### config.mk
export PLATFORM = sky130hd
export DESIGN_NAME = pad_mux_ctrl
export DESIGN_NICKNAME = d
export VERILOG_FILES = /design/src/rtl/pad_mux_pkg.sv /design/src/rtl/pad_cfg_reg.sv /design/src/rtl/pad_out_path.sv /design/src/rtl/pad_edge_detect.sv /design/src/rtl/pad_mux_ctrl.sv
export SDC_FILE = /design/constraint.sdc
export NUM_CORES = 1
export LEC_CHECK = 0
export CORE_MARGIN = 5
export CORE_UTILIZATION = 29
export CTS_BUF_LIST = sky130_fd_sc_hd__clkbuf_4 sky130_fd_sc_hd__clkbuf_8
export CTS_CLUSTER_DIAMETER = 100
export DETAILED_ROUTE_END_ITERATION = 10
export PLACE_DENSITY = 0.78
export SYNTH_ARGS = -nofsm -noshare
export SYNTH_HDL_FRONTEND = slang
export SYNTH_SLANG_ARGS = --single-unit
### constraint.sdc
create_clock -name clk -period 1.5 [get_ports clk]
set_input_delay 0.3 -clock clk [delete_from_list [all_inputs] [get_ports clk]]
set_output_delay 0.3 -clock clk [all_outputs]
set_load 0.1 [all_outputs]
### src/rtl/pad_mux_pkg.sv
// Package: shared control-register layout for the multi-function pad
// controller. Field positions are fixed by the register map and are relied
// on by software, so they are not parameters.
package pad_mux_pkg;

    localparam int REG_W = 32;

    // Bits that hold state; all others read zero (bit 3, bits 31:16).
    localparam logic [REG_W-1:0] CFG_WMASK = 32'h0000_FFF7;

    // Reset: function 0, drive code 2 (fast 3 mA), everything else off.
    localparam logic [REG_W-1:0] CFG_RESET = 32'h0000_0800;

    // Decoded view of the low half of the control register.
    typedef struct packed {
        logic       pull_src;   // 15: 1 = register pulls, 0 = function pulls
        logic       pu_req;     // 14
        logic       pd_req;     // 13
        logic [2:0] drive;      // 12:10
        logic       slp_ovr;    // 9: override pad in low-power mode
        logic       slp_data;   // 8
        logic       slp_oe_n;   // 7: active low
        logic       edge_clr;   // 6
        logic       fall_en;    // 5
        logic       rise_en;    // 4
        logic       rsvd;       // 3
        logic [2:0] func_sel;   // 2:0
    } pad_cfg_t;

endpackage

### src/rtl/pad_cfg_reg.sv
// Module: pad_cfg_reg
// Holds the 32-bit pad control register. Reserved bits are masked on write,
// so they always read zero. Assumes a single-cycle write strobe and
// no read side effects.
module pad_cfg_reg
    import pad_mux_pkg::*;
(
    input  logic             clk,
    input  logic             rst_n,
    input  logic             wr_en,
    input  logic [REG_W-1:0] wdata,
    output logic [REG_W-1:0] rdata,
    output pad_cfg_t         cfg
);

    logic [REG_W-1:0] cfg_q;

    // Register update: masked write, synchronous reset to defaults.
    always_ff @(posedge clk) begin
        if (!rst_n)
            cfg_q <= CFG_RESET;
        else if (wr_en)
            cfg_q <= wdata & CFG_WMASK;
    end

    // Read-back and decoded view.
    always_comb begin
        rdata = cfg_q;
        cfg   = pad_cfg_t'(cfg_q[15:0]);
    end

    // reserved bits never hold a one.
    p_rsvd_zero_r10: assert property (@(posedge clk) disable iff (!rst_n)
        (rdata[31:16] == 16'h0) && !rdata[3]);

    // a write changes the register only through its writable bits.
    p_write_masked_r10: assert property (@(posedge clk) disable iff (!rst_n)
        wr_en |=> (rdata == ($past(wdata) & CFG_WMASK)));

endmodule

### src/rtl/pad_out_path.sv
// Module: pad_out_path
// Combinational pad output path: function mux, low-power override and
// pull-source selection with pull-down priority. Assumes NUM_FUNC <= 8.
// An index at or above NUM_FUNC selects an idle function (all zero).
module pad_out_path
    import pad_mux_pkg::*;
#(
    parameter int NUM_FUNC = 8
) (
    input  logic                clk,
    input  logic                rst_n,
    input  pad_cfg_t            cfg,
    input  logic [NUM_FUNC-1:0] func_out,
    input  logic [NUM_FUNC-1:0] func_oe,
    input  logic [NUM_FUNC-1:0] func_pu,
    input  logic [NUM_FUNC-1:0] func_pd,
    input  logic                lpm_active,
    output logic                pad_out,
    output logic                pad_oe,
    output logic                pad_pu,
    output logic                pad_pd
);

    logic [NUM_FUNC-1:0] sel_hot;
    logic sel_out, sel_oe, sel_pu, sel_pd;
    logic want_pu, want_pd, sleep_take;

    // One-hot decode of the function select, one bit per function.
    genvar gi;
    generate
        for (gi = 0; gi < NUM_FUNC; gi++) begin : g_dec
            assign sel_hot[gi] = (cfg.func_sel == 3'(gi));
        end
    endgenerate

    // AND-OR mux of the selected function's signals.
    always_comb begin
        sel_out = |(sel_hot & func_out);
        sel_oe  = |(sel_hot & func_oe);
        sel_pu  = |(sel_hot & func_pu);
        sel_pd  = |(sel_hot & func_pd);
    end

    // Low-power override of data and enable.
    always_comb begin
        sleep_take = cfg.slp_ovr && lpm_active;
        pad_out    = sleep_take ? cfg.slp_data  : sel_out;
        pad_oe     = sleep_take ? !cfg.slp_oe_n : sel_oe;
    end

    // Pull source choice; pull-down wins when both are requested.
    always_comb begin
        want_pu = cfg.pull_src ? cfg.pu_req : sel_pu;
        want_pd = cfg.pull_src ? cfg.pd_req : sel_pd;
        pad_pd  = want_pd;
        pad_pu  = want_pu && !want_pd;
    end

    // the two pulls are never on together.
    p_pull_excl_r5: assert property (@(posedge clk) disable iff (!rst_n)
        !(pad_pu && pad_pd));

    // under override the pad follows the register, not the function.
    p_sleep_ovr_r3: assert property (@(posedge clk) disable iff (!rst_n)
        (cfg.slp_ovr && lpm_active) |-> (pad_oe == !cfg.slp_oe_n) && (pad_out == cfg.slp_data));

endmodule

### src/rtl/pad_edge_detect.sv
// Module: pad_edge_detect
// Synchronizes the raw pad input, detects enabled rising/falling edges on
// the synchronized value and keeps a sticky pending flag. The clear input
// dominates: it blocks detection and empties the flag. Assumes pad_in
// may be fully asynchronous to clk.
module pad_edge_detect #(
    parameter int SYNC_STAGES = 2
) (
    input  logic clk,
    input  logic rst_n,
    input  logic pad_in,
    input  logic rise_en,
    input  logic fall_en,
    input  logic clr,
    output logic pending
);

    localparam int CHAIN_W = SYNC_STAGES + 1;

    logic [CHAIN_W-1:0] chain_q;
    logic cur, prev, hit;

    // Synchronizer stages plus one history flop.
    genvar si;
    generate
        for (si = 0; si < CHAIN_W; si++) begin : g_sync
            always_ff @(posedge clk) begin
                if (!rst_n)
                    chain_q[si] <= 1'b0;
                else if (si == 0)
                    chain_q[si] <= pad_in;
                else
                    chain_q[si] <= chain_q[(si == 0) ? 0 : si-1];
            end
        end
    endgenerate

    // Edge qualification against the enables.
    always_comb begin
        cur  = chain_q[SYNC_STAGES-1];
        prev = chain_q[SYNC_STAGES];
        hit  = (rise_en && cur && !prev) || (fall_en && !cur && prev);
    end

    // Sticky pending flag, cleared by clr.
    always_ff @(posedge clk) begin
        if (!rst_n)
            pending <= 1'b0;
        else if (clr)
            pending <= 1'b0;
        else if (hit)
            pending <= 1'b1;
    end

    // clear empties the flag on the next edge.
    p_clear_r8: assert property (@(posedge clk) disable iff (!rst_n)
        clr |=> !pending);

    // the flag is sticky while not cleared.
    p_sticky_r7: assert property (@(posedge clk) disable iff (!rst_n)
        (pending && !clr) |=> pending);

    // the flag rises only after a qualifying edge.
    p_rise_cause_r7: assert property (@(posedge clk) disable iff (!rst_n)
        $rose(pending) |-> $past(hit));

endmodule

### src/rtl/pad_mux_ctrl.sv
// Module: pad_mux_ctrl (top)
// Per-pad control unit: control register, function/sleep output path,
// pull and drive attributes, edge detector and gated wakeup request.
// Assumes one pad per instance; address decoding lives outside.
module pad_mux_ctrl
    import pad_mux_pkg::*;
#(
    parameter int NUM_FUNC    = 8,
    parameter int SYNC_STAGES = 2
) (
    input  logic                clk,
    input  logic                rst_n,
    input  logic                reg_wr_en,
    input  logic [31:0]         reg_wdata,
    output logic [31:0]         reg_rdata,
    input  logic [NUM_FUNC-1:0] func_out,
    input  logic [NUM_FUNC-1:0] func_oe,
    input  logic [NUM_FUNC-1:0] func_pu,
    input  logic [NUM_FUNC-1:0] func_pd,
    input  logic                lpm_active,
    input  logic                pad_in,
    input  logic                wake_en,
    output logic                pad_out,
    output logic                pad_oe,
    output logic                pad_pu,
    output logic                pad_pd,
    output logic [2:0]          pad_drive,
    output logic                edge_pending,
    output logic                wake_req
);

    pad_cfg_t cfg;

    pad_cfg_reg u_reg (
        .clk   (clk),
        .rst_n (rst_n),
        .wr_en (reg_wr_en),
        .wdata (reg_wdata),
        .rdata (reg_rdata),
        .cfg   (cfg)
    );

    pad_out_path #(.NUM_FUNC(NUM_FUNC)) u_out (
        .clk        (clk),
        .rst_n      (rst_n),
        .cfg        (cfg),
        .func_out   (func_out),
        .func_oe    (func_oe),
        .func_pu    (func_pu),
        .func_pd    (func_pd),
        .lpm_active (lpm_active),
        .pad_out    (pad_out),
        .pad_oe     (pad_oe),
        .pad_pu     (pad_pu),
        .pad_pd     (pad_pd)
    );

    pad_edge_detect #(.SYNC_STAGES(SYNC_STAGES)) u_edge (
        .clk     (clk),
        .rst_n   (rst_n),
        .pad_in  (pad_in),
        .rise_en (cfg.rise_en),
        .fall_en (cfg.fall_en),
        .clr     (cfg.edge_clr),
        .pending (edge_pending)
    );

    // Drive code straight out; wakeup gated by the group enable.
    always_comb begin
        pad_drive = cfg.drive;
        wake_req  = edge_pending && wake_en;
    end

    // wakeup only with the group enable and a pending edge.
    p_wake_gate_r9: assert property (@(posedge clk) disable iff (!rst_n)
        wake_req |-> (wake_en && edge_pending));

    // drive code tracks the register field seen on the read port.
    p_drive_r6: assert property (@(posedge clk) disable iff (!rst_n)
        pad_drive == reg_rdata[12:10]);

endmodule

* Word-level counts from Yosys, hierarchy flattened
Cells that the tools add are included.
** Operators by class
- Bitwise logic cells :: 5
- Equal/unequal tests :: 7
- Multiplexer cells :: 4
- Reduce and logical (&&, ||, !) cells :: 18
** Operators by type and width (number)
- $and 8x8->8 :: 4
- $reduce_or 8->1 :: 4
- $eq 3x3->1 const B :: 4
- $logic_and 1x1->1 :: 7
- $eq 3x2->1 const B :: 2
- $logic_not 1->1 :: 4
- $mux 1 :: 4
- $eq 3x1->1 const B :: 1
- $logic_not 3->1 :: 1
- $reduce_or 2->1 :: 1
- $logic_or 1x1->1 :: 1
- $not 1->1 :: 1
** Storage, ports and cells
- Input port bits :: 70
- Bits in registers :: 19
- Output and inout port bits :: 41
- Logic and storage cells :: 39

* Longest topological paths before layout
Gate-level depths: netlist of the first run.
- Depth in word-level cells :: 6
- Depth in mapped cells :: 6

* Cells and area by module
A second synthesis of the first run with hierarchy kept.
** Second synthesis, totals
- Cells, all modules :: 126
- Area total of the unflattened synthesis :: 1277.5 µm²
** Modules (own cells, without submodules)
- pad_cfg_reg :: cells each 82, instances 1, area each 828.3 µm²
- pad_out_path :: cells each 31, instances 1, area each 311.5 µm²
- pad_edge_detect :: cells each 12, instances 1, area each 131.4 µm²
- pad_mux_ctrl :: cells each 1, instances 1, area each 6.3 µm²

* Least setup slack after synthesis of the first run
No wires, ideal clock.
- Kind :: register -> output
- From :: reg u_reg.cfg_q[0], in the netlist u_reg.rdata[0]
- To :: out pad_pu
- Cell stages (with the launch flop) :: 6
- Arrival time :: 4.133 ns
- Slack :: -2.933 ns
- Cell sequence :: dfxtp_1 buf_6 mux2_4 a221oi_2 a32oi_1 a311oi_2
** On the way
- Longest elaborated chain between the ends :: 6
- Elaborated cells on any way between the ends :: 16
- Those cells by class :: eq/ne: 7; mux: 2; bitwise: 2; reduce/logical: 5
** Ends and longest elaborated chain
- start, declared :: RTL line pad_cfg_reg.sv:16 : logic [REG_W-1:0] cfg_q;
- start signal, assigned :: RTL line pad_cfg_reg.sv:23 : cfg_q <= wdata & CFG_WMASK;
- $eq 3x1->1, or another cell as far along :: RTL line pad_out_path.sv:32 : assign sel_hot[gi] = (cfg.func_sel == 3'(gi));
- $and 8x8->8 (*) :: RTL line pad_out_path.sv:41 : sel_pd = |(sel_hot & func_pd);
- $reduce_or 8->1 (*) :: RTL line pad_out_path.sv:41
- $mux 1 (*) :: RTL line pad_out_path.sv:54 : want_pd = cfg.pull_src ? cfg.pd_req : sel_pd;
- named net pad_pd :: RTL line pad_mux_ctrl.sv:26 : output logic pad_pd,
- $logic_not 1->1 (*) :: RTL line pad_out_path.sv:56 : pad_pu = want_pu && !want_pd;
- $logic_and 1x1->1 (*) :: RTL line pad_out_path.sv:56
- end, declared :: RTL line pad_mux_ctrl.sv:25 : output logic pad_pu,
The timed path passes the listed nets; every way through them passes the cells marked *.

* Worst setup path after layout of the first run
- From :: reg u_reg.cfg_q[2], in the netlist u_reg.rdata[2]
- To :: out pad_pu
** On the way
- Longest elaborated chain between the ends :: 6
- Elaborated cells on any way between the ends :: 16
- Those cells by class :: eq/ne: 7; mux: 2; bitwise: 2; reduce/logical: 5
** Ends and longest elaborated chain (RTL line)
- $eq 3x1->1, or another cell as far along :: pad_out_path.sv:32
- $and 8x8->8 :: pad_out_path.sv:41
- $reduce_or 8->1 :: pad_out_path.sv:41
- $mux 1 :: pad_out_path.sv:54
- $logic_not 1->1 :: pad_out_path.sv:56
- $logic_and 1x1->1 (*) :: pad_out_path.sv:56
Mark *: on every way between the ends. The rest lies on a longest branch, timed or not.

==> results of run 1 <==
[synthesized netlist by cell type]
cell type,instances,area share
clkbuf_1,1,0.0030
a31oi_1,2,0.0099
nor2b_1,16,0.079
and3_1,3,0.015
buf_6,1,0.0089
nor2_1,4,0.012
dfxtp_1,19,0.30
mux2i_1,20,0.16
o2bb2ai_1,1,0.0069
buf_4,24,0.14
o211ai_1,2,0.012
nand2_1,8,0.024
mux2_2,1,0.0089
a221oi_2,1,0.012
o21ai_0,5,0.020
nor3_1,1,0.0040
a221o_1,1,0.0079
buf_2,6,0.024
a32oi_1,1,0.0069
a311oi_1,1,0.0069
a311oi_2,1,0.012
mux2_4,1,0.012
conb_1,1,0.0030
nand3b_1,3,0.018
nor3b_1,2,0.012
a22o_1,1,0.0069
inv_1,2,0.0059
nand3_1,2,0.0079
and2_1,6,0.030
and3b_1,2,0.014
o21ai_1,4,0.016
[critical path: stages, from the launching register on]
cell	delay, ps
dfxtp_4	370
mux2_4	310
a221oi_4	300
a32oi_4	150
a311oi_4	260
buf_12	210
[routing by layer]
| metal | track usage | vias up | part of all wire |
|---|---|---|---|
| met4 | 0.0374 | 0 | 0.013 |
| met5 | 0 | - | 0 |
| met3 | 0.0402 | 4 | 0.090 |
| li1 | - | 613 | - |
| met2 | 0.212 | 67 | 0.47 |
| met1 | 0.162 | 554 | 0.43 |
[worst max path at each step]
| stage | to | depth (start not counted) |
|---|---|---|
| final | pad_pu | 5 |
| after global routing | pad_pu | 5 |
| after CTS | pad_pu | 5 |
| after detailed placement | pad_pu | 6 |
| after global placement | pad_pu | 6 |
| after floorplan | pad_pu | 5 |
[cell type report]
class / count / area (µm²)
clock buffer: 3 / 41.3
clock inverter: 1 / 7.51
fill: 368 / 1830
inverter: 2 / 7.51
multi-input combinational: 106 / 806
sequential: 19 / 402
tap: 52 / 65.1
timing repair buffer: 92 / 1130
[cells by family after synthesis]
group                  synth area share
multiplexers                      0.179
flip-flops                        0.301
AO/OA/AOI/OAI                     0.117
other                           0.00297
AND/OR/NAND/NOR                   0.215
buffers and inverters             0.184
[repair_timing]
action / CTS / global route
hold buffers: 0 / 0
endpoints found under the setup margin: 4 / 4
pin swaps: 3 / 0
gates resized for setup: 7 / 4
[state kept, by name (all words and copies together) (netlist names)]
name	count
u_reg.rdata	15
u_edge.chain_q	1
u_edge.cur	1
u_edge.pending	1
u_edge.prev	1
[where the power goes]
part	internal, mW	switching (mW)
Sequential	0.533	0.0368
Clock	0.187	0.176
Combinational	0.430	0.693
[per-stage QoR]
stage	std cells	hold WS (ps)	cell area (µm²)	total power [mW]	worst slack, ps
3_5_place_dp	271	422	2390	1.70	-805
4_1_cts	275	441	2450	2.07	-678
6_report	275	437	2460	2.06	-668
3_3_place_gp	271	417	2390	1.69	-782
2_1_floorplan	159	412	1440	1.34	-1510
5_1_grt	275	460	2460	2.13	-739
==> impl_results.md, run 1 <==
* Status: finished with violations
* Failing checks: negative setup slack
* Initial antenna violation count at 0
* CP Class: reg -> out
* Vias in the first global route at 1301
* Io pins at 111
* Max-cap viol count at 0
* Clock Sinks at 19
* Drt via density at 4.50
* Die H at 76.0 µm
* Commonest non-fill, non-tap cell in the layout: clkdlybuf4s50_1
* Netlist cell types at 31
* Clk pin slew, worst setup/hold paths at 80 ps
* Worst R2R Start: u_reg.rdata[4]$_SDFFE_PN0P_
* Synth Area per Inst at 8.83 µm²
* Worst r2r path cells at 4
* CTS Root Cell: clkbuf_8
* R2r endpoint: u_edge.pending$_SDFFE_PP0P_
* Min-delay src: u_edge.chain_q[0]$_SDFF_PN0_
* Initial core utilization at 0.294
* Site Rows at 24
* Largest net degree at the start of global routing at 16
* Hold Path Class: reg -> reg
* Fmax at 0.461 GHz
* Routed Antenna Nets at 0
* Worst Hold End: u_edge.cur$_SDFF_PN0_
* Dpl hpwl at 3180 µm
* Register bit total from synthesis at 19
* Final WL at 3790 µm
* VDD IR max at 0.000614 V
* RSZ-0062 raised after global routing: yes
* Global Route Usage Sum at 0.130
* Crit. Startpoint: u_reg.rdata[2]$_SDFFE_PN0P_
* Die ar. at 5770 µm²
* Clock tree buffer depth at 2
* Setup_tns at -2210 ps
* First-pass GRT wire length at 6370 µm
* Post-Synthesis Cells at 143
* Layout cells sized above 1 at 0.305
* Initial DRC Count at 33
* Pwr/cell area at 835 nW/µm²
* Yosys synthesis warning count at 0
* Min cycle time layout at 2170 ps
* WL/cell at 13.8 µm
* Cell area after synthesis at 1260 µm²
* Tcrit/Tclk final at 1.45
* Cells on Worst Hold Path at 1
* Nets at 294
* Leak at 1.02 nW
* Critical path launch point type: flip-flop
* Most frequent cells in the layout: clkdlybuf4s50_1, buf_12, mux2i_1
* Via Count at 1238
* WP data arrival at 1870 ps
* Inserted Diodes at 0
* Final worst slack at -668 ps
* Die width at 76.0 µm
* Final setup viols at 4
* Grt total ovfl at 0
* CTS H-tree depth at 1
* Worst setup EP type: output pin
* CTS buffer count at 3
* Drt pass-1 iters at 4
* CP required at 1200 ps
* Crit-path max FO at 2
* Placer Congestion at 0.843
* Final Core Density at 0.573
* Final Slew Violations at 0
* Post-CTS Setup Inserts at 0
* Area grow syn2layout at 94.9%
* Sequential share of the synthesized area at 0.301
* Final hold viol count at 0
* CTS tree: yes
* Reg2reg setup slack at 630 ps
* Number of port buffers at 76
* Worst-Skew Late Latency at 260 ps
* Total core area at 4290 µm²
* Drt drc at 0
* Clock skew at 8.63 ps
Note: power is estimated with default switching activity, not from simulation.
==> inputs of run 2 (changes only) <==
Settings changed: SETUP_SLACK_MARGIN from default to 0.4.
==> impl_results.md, run 2 (synthesis gave the netlist of run 1 again) <==
* Total core area at 4290 µm²
* Commonest non-fill, non-tap cell in the layout: clkdlybuf4s50_1
* Dpl cell area at 2410 µm²
* Io pins at 111
* Metal2 WL at 1890 µm
* Inserted Diodes at 0
* Comb power frac at 0.550
* Failing checks: negative setup slack
* Number of port buffers at 76
* Design Area, Final at 2540 µm²
* WL/cell at 13.6 µm
* Tcrit/Tclk final at 1.46
* Initial DRC Count at 32
* Overall Power at 2.06 mW
* VDD IR max at 0.000546 V
* Final worst slack at -684 ps
* Area of the multi-input gates at 797 µm²
* Max-cap viol count at 0
* CTS Hold Bufs at 0
* Crit path cell chain: mux2_4 > a221oi_4 > a32oi_4 > a311oi_4 > buf_12
* Crit-path max FO at 2
* Die ar. at 5770 µm²
* Crit path largest cell delay at 360 ps
* Status: finished with violations
* Final Slew Violations at 0
* Area grow syn2layout at 101%
* CP required at 1200 ps
* Initial core utilization at 0.294
* Die H at 76.0 µm
* Clock Sinks at 19
* First-pass GRT wire length at 6310 µm
* CP max-delay cell: dfxtp_4
* CTS H-tree depth at 1
* Worst setup EP type: output pin
* Clock skew at 0.810 ps
* Worst-Skew Late Latency at 260 ps
* Top delay family on crit path: compound AO/OA/AOI/OAI gates
* Grt total ovfl at 0
* Leak at 1.06 nW
* Fmax at 0.458 GHz
* Layout cells sized above 1 at 0.332
* Total routed wire length on the met1 layer at 1630 µm
* Largest net degree at the start of global routing at 18
* Clock tree buffer depth at 2
* Via Count at 1249
* Clk pin slew, worst setup/hold paths at 80 ps
* Top Layer Used: met3
* Clock Power Share at 0.177
* Register Area at 433 µm²
* Final setup viols at 5
* Final hold viol count at 0
* Critical path launch point type: flip-flop
* Hold Path Class: reg -> reg
* Site Rows at 24
* Vias in the first global route at 1275
* CP Class: reg -> out
* Placer Congestion at 0.824
* Nets at 300
* Filler cells at 357
* Reg2reg setup slack at 440 ps
* Min cycle time layout at 2180 ps
* CTS Root Cell: clkbuf_8
* P_sw at 906 µW
* P_int at 1.15 mW
* WL met3 at 293 µm
* Most frequent cells in the layout: clkdlybuf4s50_1, buf_12, mux2i_1
* Die width at 76.0 µm
* Drt via density at 4.44
* Global Route Usage Sum at 0.129
* WP data arrival at 1880 ps
* Drt pass-1 iters at 4
* Dpl hpwl at 3220 µm
* Initial antenna violation count at 0
* CTS buffer count at 3
* CTS tree: yes
* Routed Antenna Nets at 0
* Final WL at 3820 µm
* Max reg flops at 15
* WP buf/inv at 1
* Pwr/cell area at 809 nW/µm²
* Drt drc at 0
* Seq pwr share at 0.274
* RSZ-0062 raised after global routing: yes
* Sw frac at 0.441
run 2: worst reg2reg max path, stage by stage (launching register included):
cell and delay [ps]:
dfxtp_4 360, buf_4 200, buf_4 180, mux2i_1 150, nor2b_1 70
run 2: power groups by stage:
| stage | registers, mW | logic, mW | clock network (mW) |
|---|---|---|---|
| after floorplan | 0.703 | 0.634 | 0 |
| after global placement | 0.578 | 1.10 | 0 |
| after detailed placement | 0.578 | 1.12 | 0 |
| after CTS | 0.564 | 1.14 | 0.376 |
| after global routing | 0.568 | 1.17 | 0.402 |
| final | 0.562 | 1.13 | 0.363 |
run 2: per-stage QoR:
| step | setup TNS [ps] | instances | hold slack (ps) | setup WS [ps] | util |
|---|---|---|---|---|---|
| 6_report | -2250 | 281 | 454 | -684 | 0.592 |
| 5_1_grt | -2590 | 281 | 496 | -749 | 0.592 |
| 4_1_cts | -2340 | 280 | 456 | -705 | 0.589 |
| 3_5_place_dp | -1960 | 271 | 437 | -849 | 0.560 |
| 3_3_place_gp | -1860 | 271 | 414 | -804 | 0.560 |
| 2_1_floorplan | -3110 | 159 | 410 | -1510 | - |
run 2: path summary, 6_finish.rpt:
check / from / depth (start not counted) / end
worst max register to register: u_reg.rdata[2]$_SDFFE_PN0P_ / 4 / u_reg.rdata[2]$_SDFFE_PN0P_
worst max-delay path: u_reg.rdata[2]$_SDFFE_PN0P_ / 5 / pad_pu
worst min-delay path: u_edge.chain_q[0]$_SDFF_PN0_ / 1 / u_edge.cur$_SDFF_PN0_
worst min register to register: u_edge.chain_q[0]$_SDFF_PN0_ / 1 / u_edge.cur$_SDFF_PN0_
run 2: what timing repair did:
action | 4_1_cts | 5_1_grt
setup endpoints to repair | 30 | 25
endpoints found under the hold margin | 0 | 0
gates resized for setup | 21 | 2
buffers inserted | 5 | 1
pin swaps | 4 | 0
run 2: layout make-up:
type	instances	share of cell area
clock buffers	3	0.0162
clock inverters	1	0.00295
inverters	2	0.00295
multi-input cells	106	0.314
flip-flops and latches	19	0.170
well taps	52	0.0256
repair buffers	98	0.468
run 2: per-layer routing:
| metal | track usage | up-vias |
|---|---|---|
| met5 | 0 | - |
| met4 | 0.0267 | 0 |
| met3 | 0.0366 | 0 |
| met2 | 0.217 | 55 |
| met1 | 0.162 | 568 |
| li1 | - | 626 |
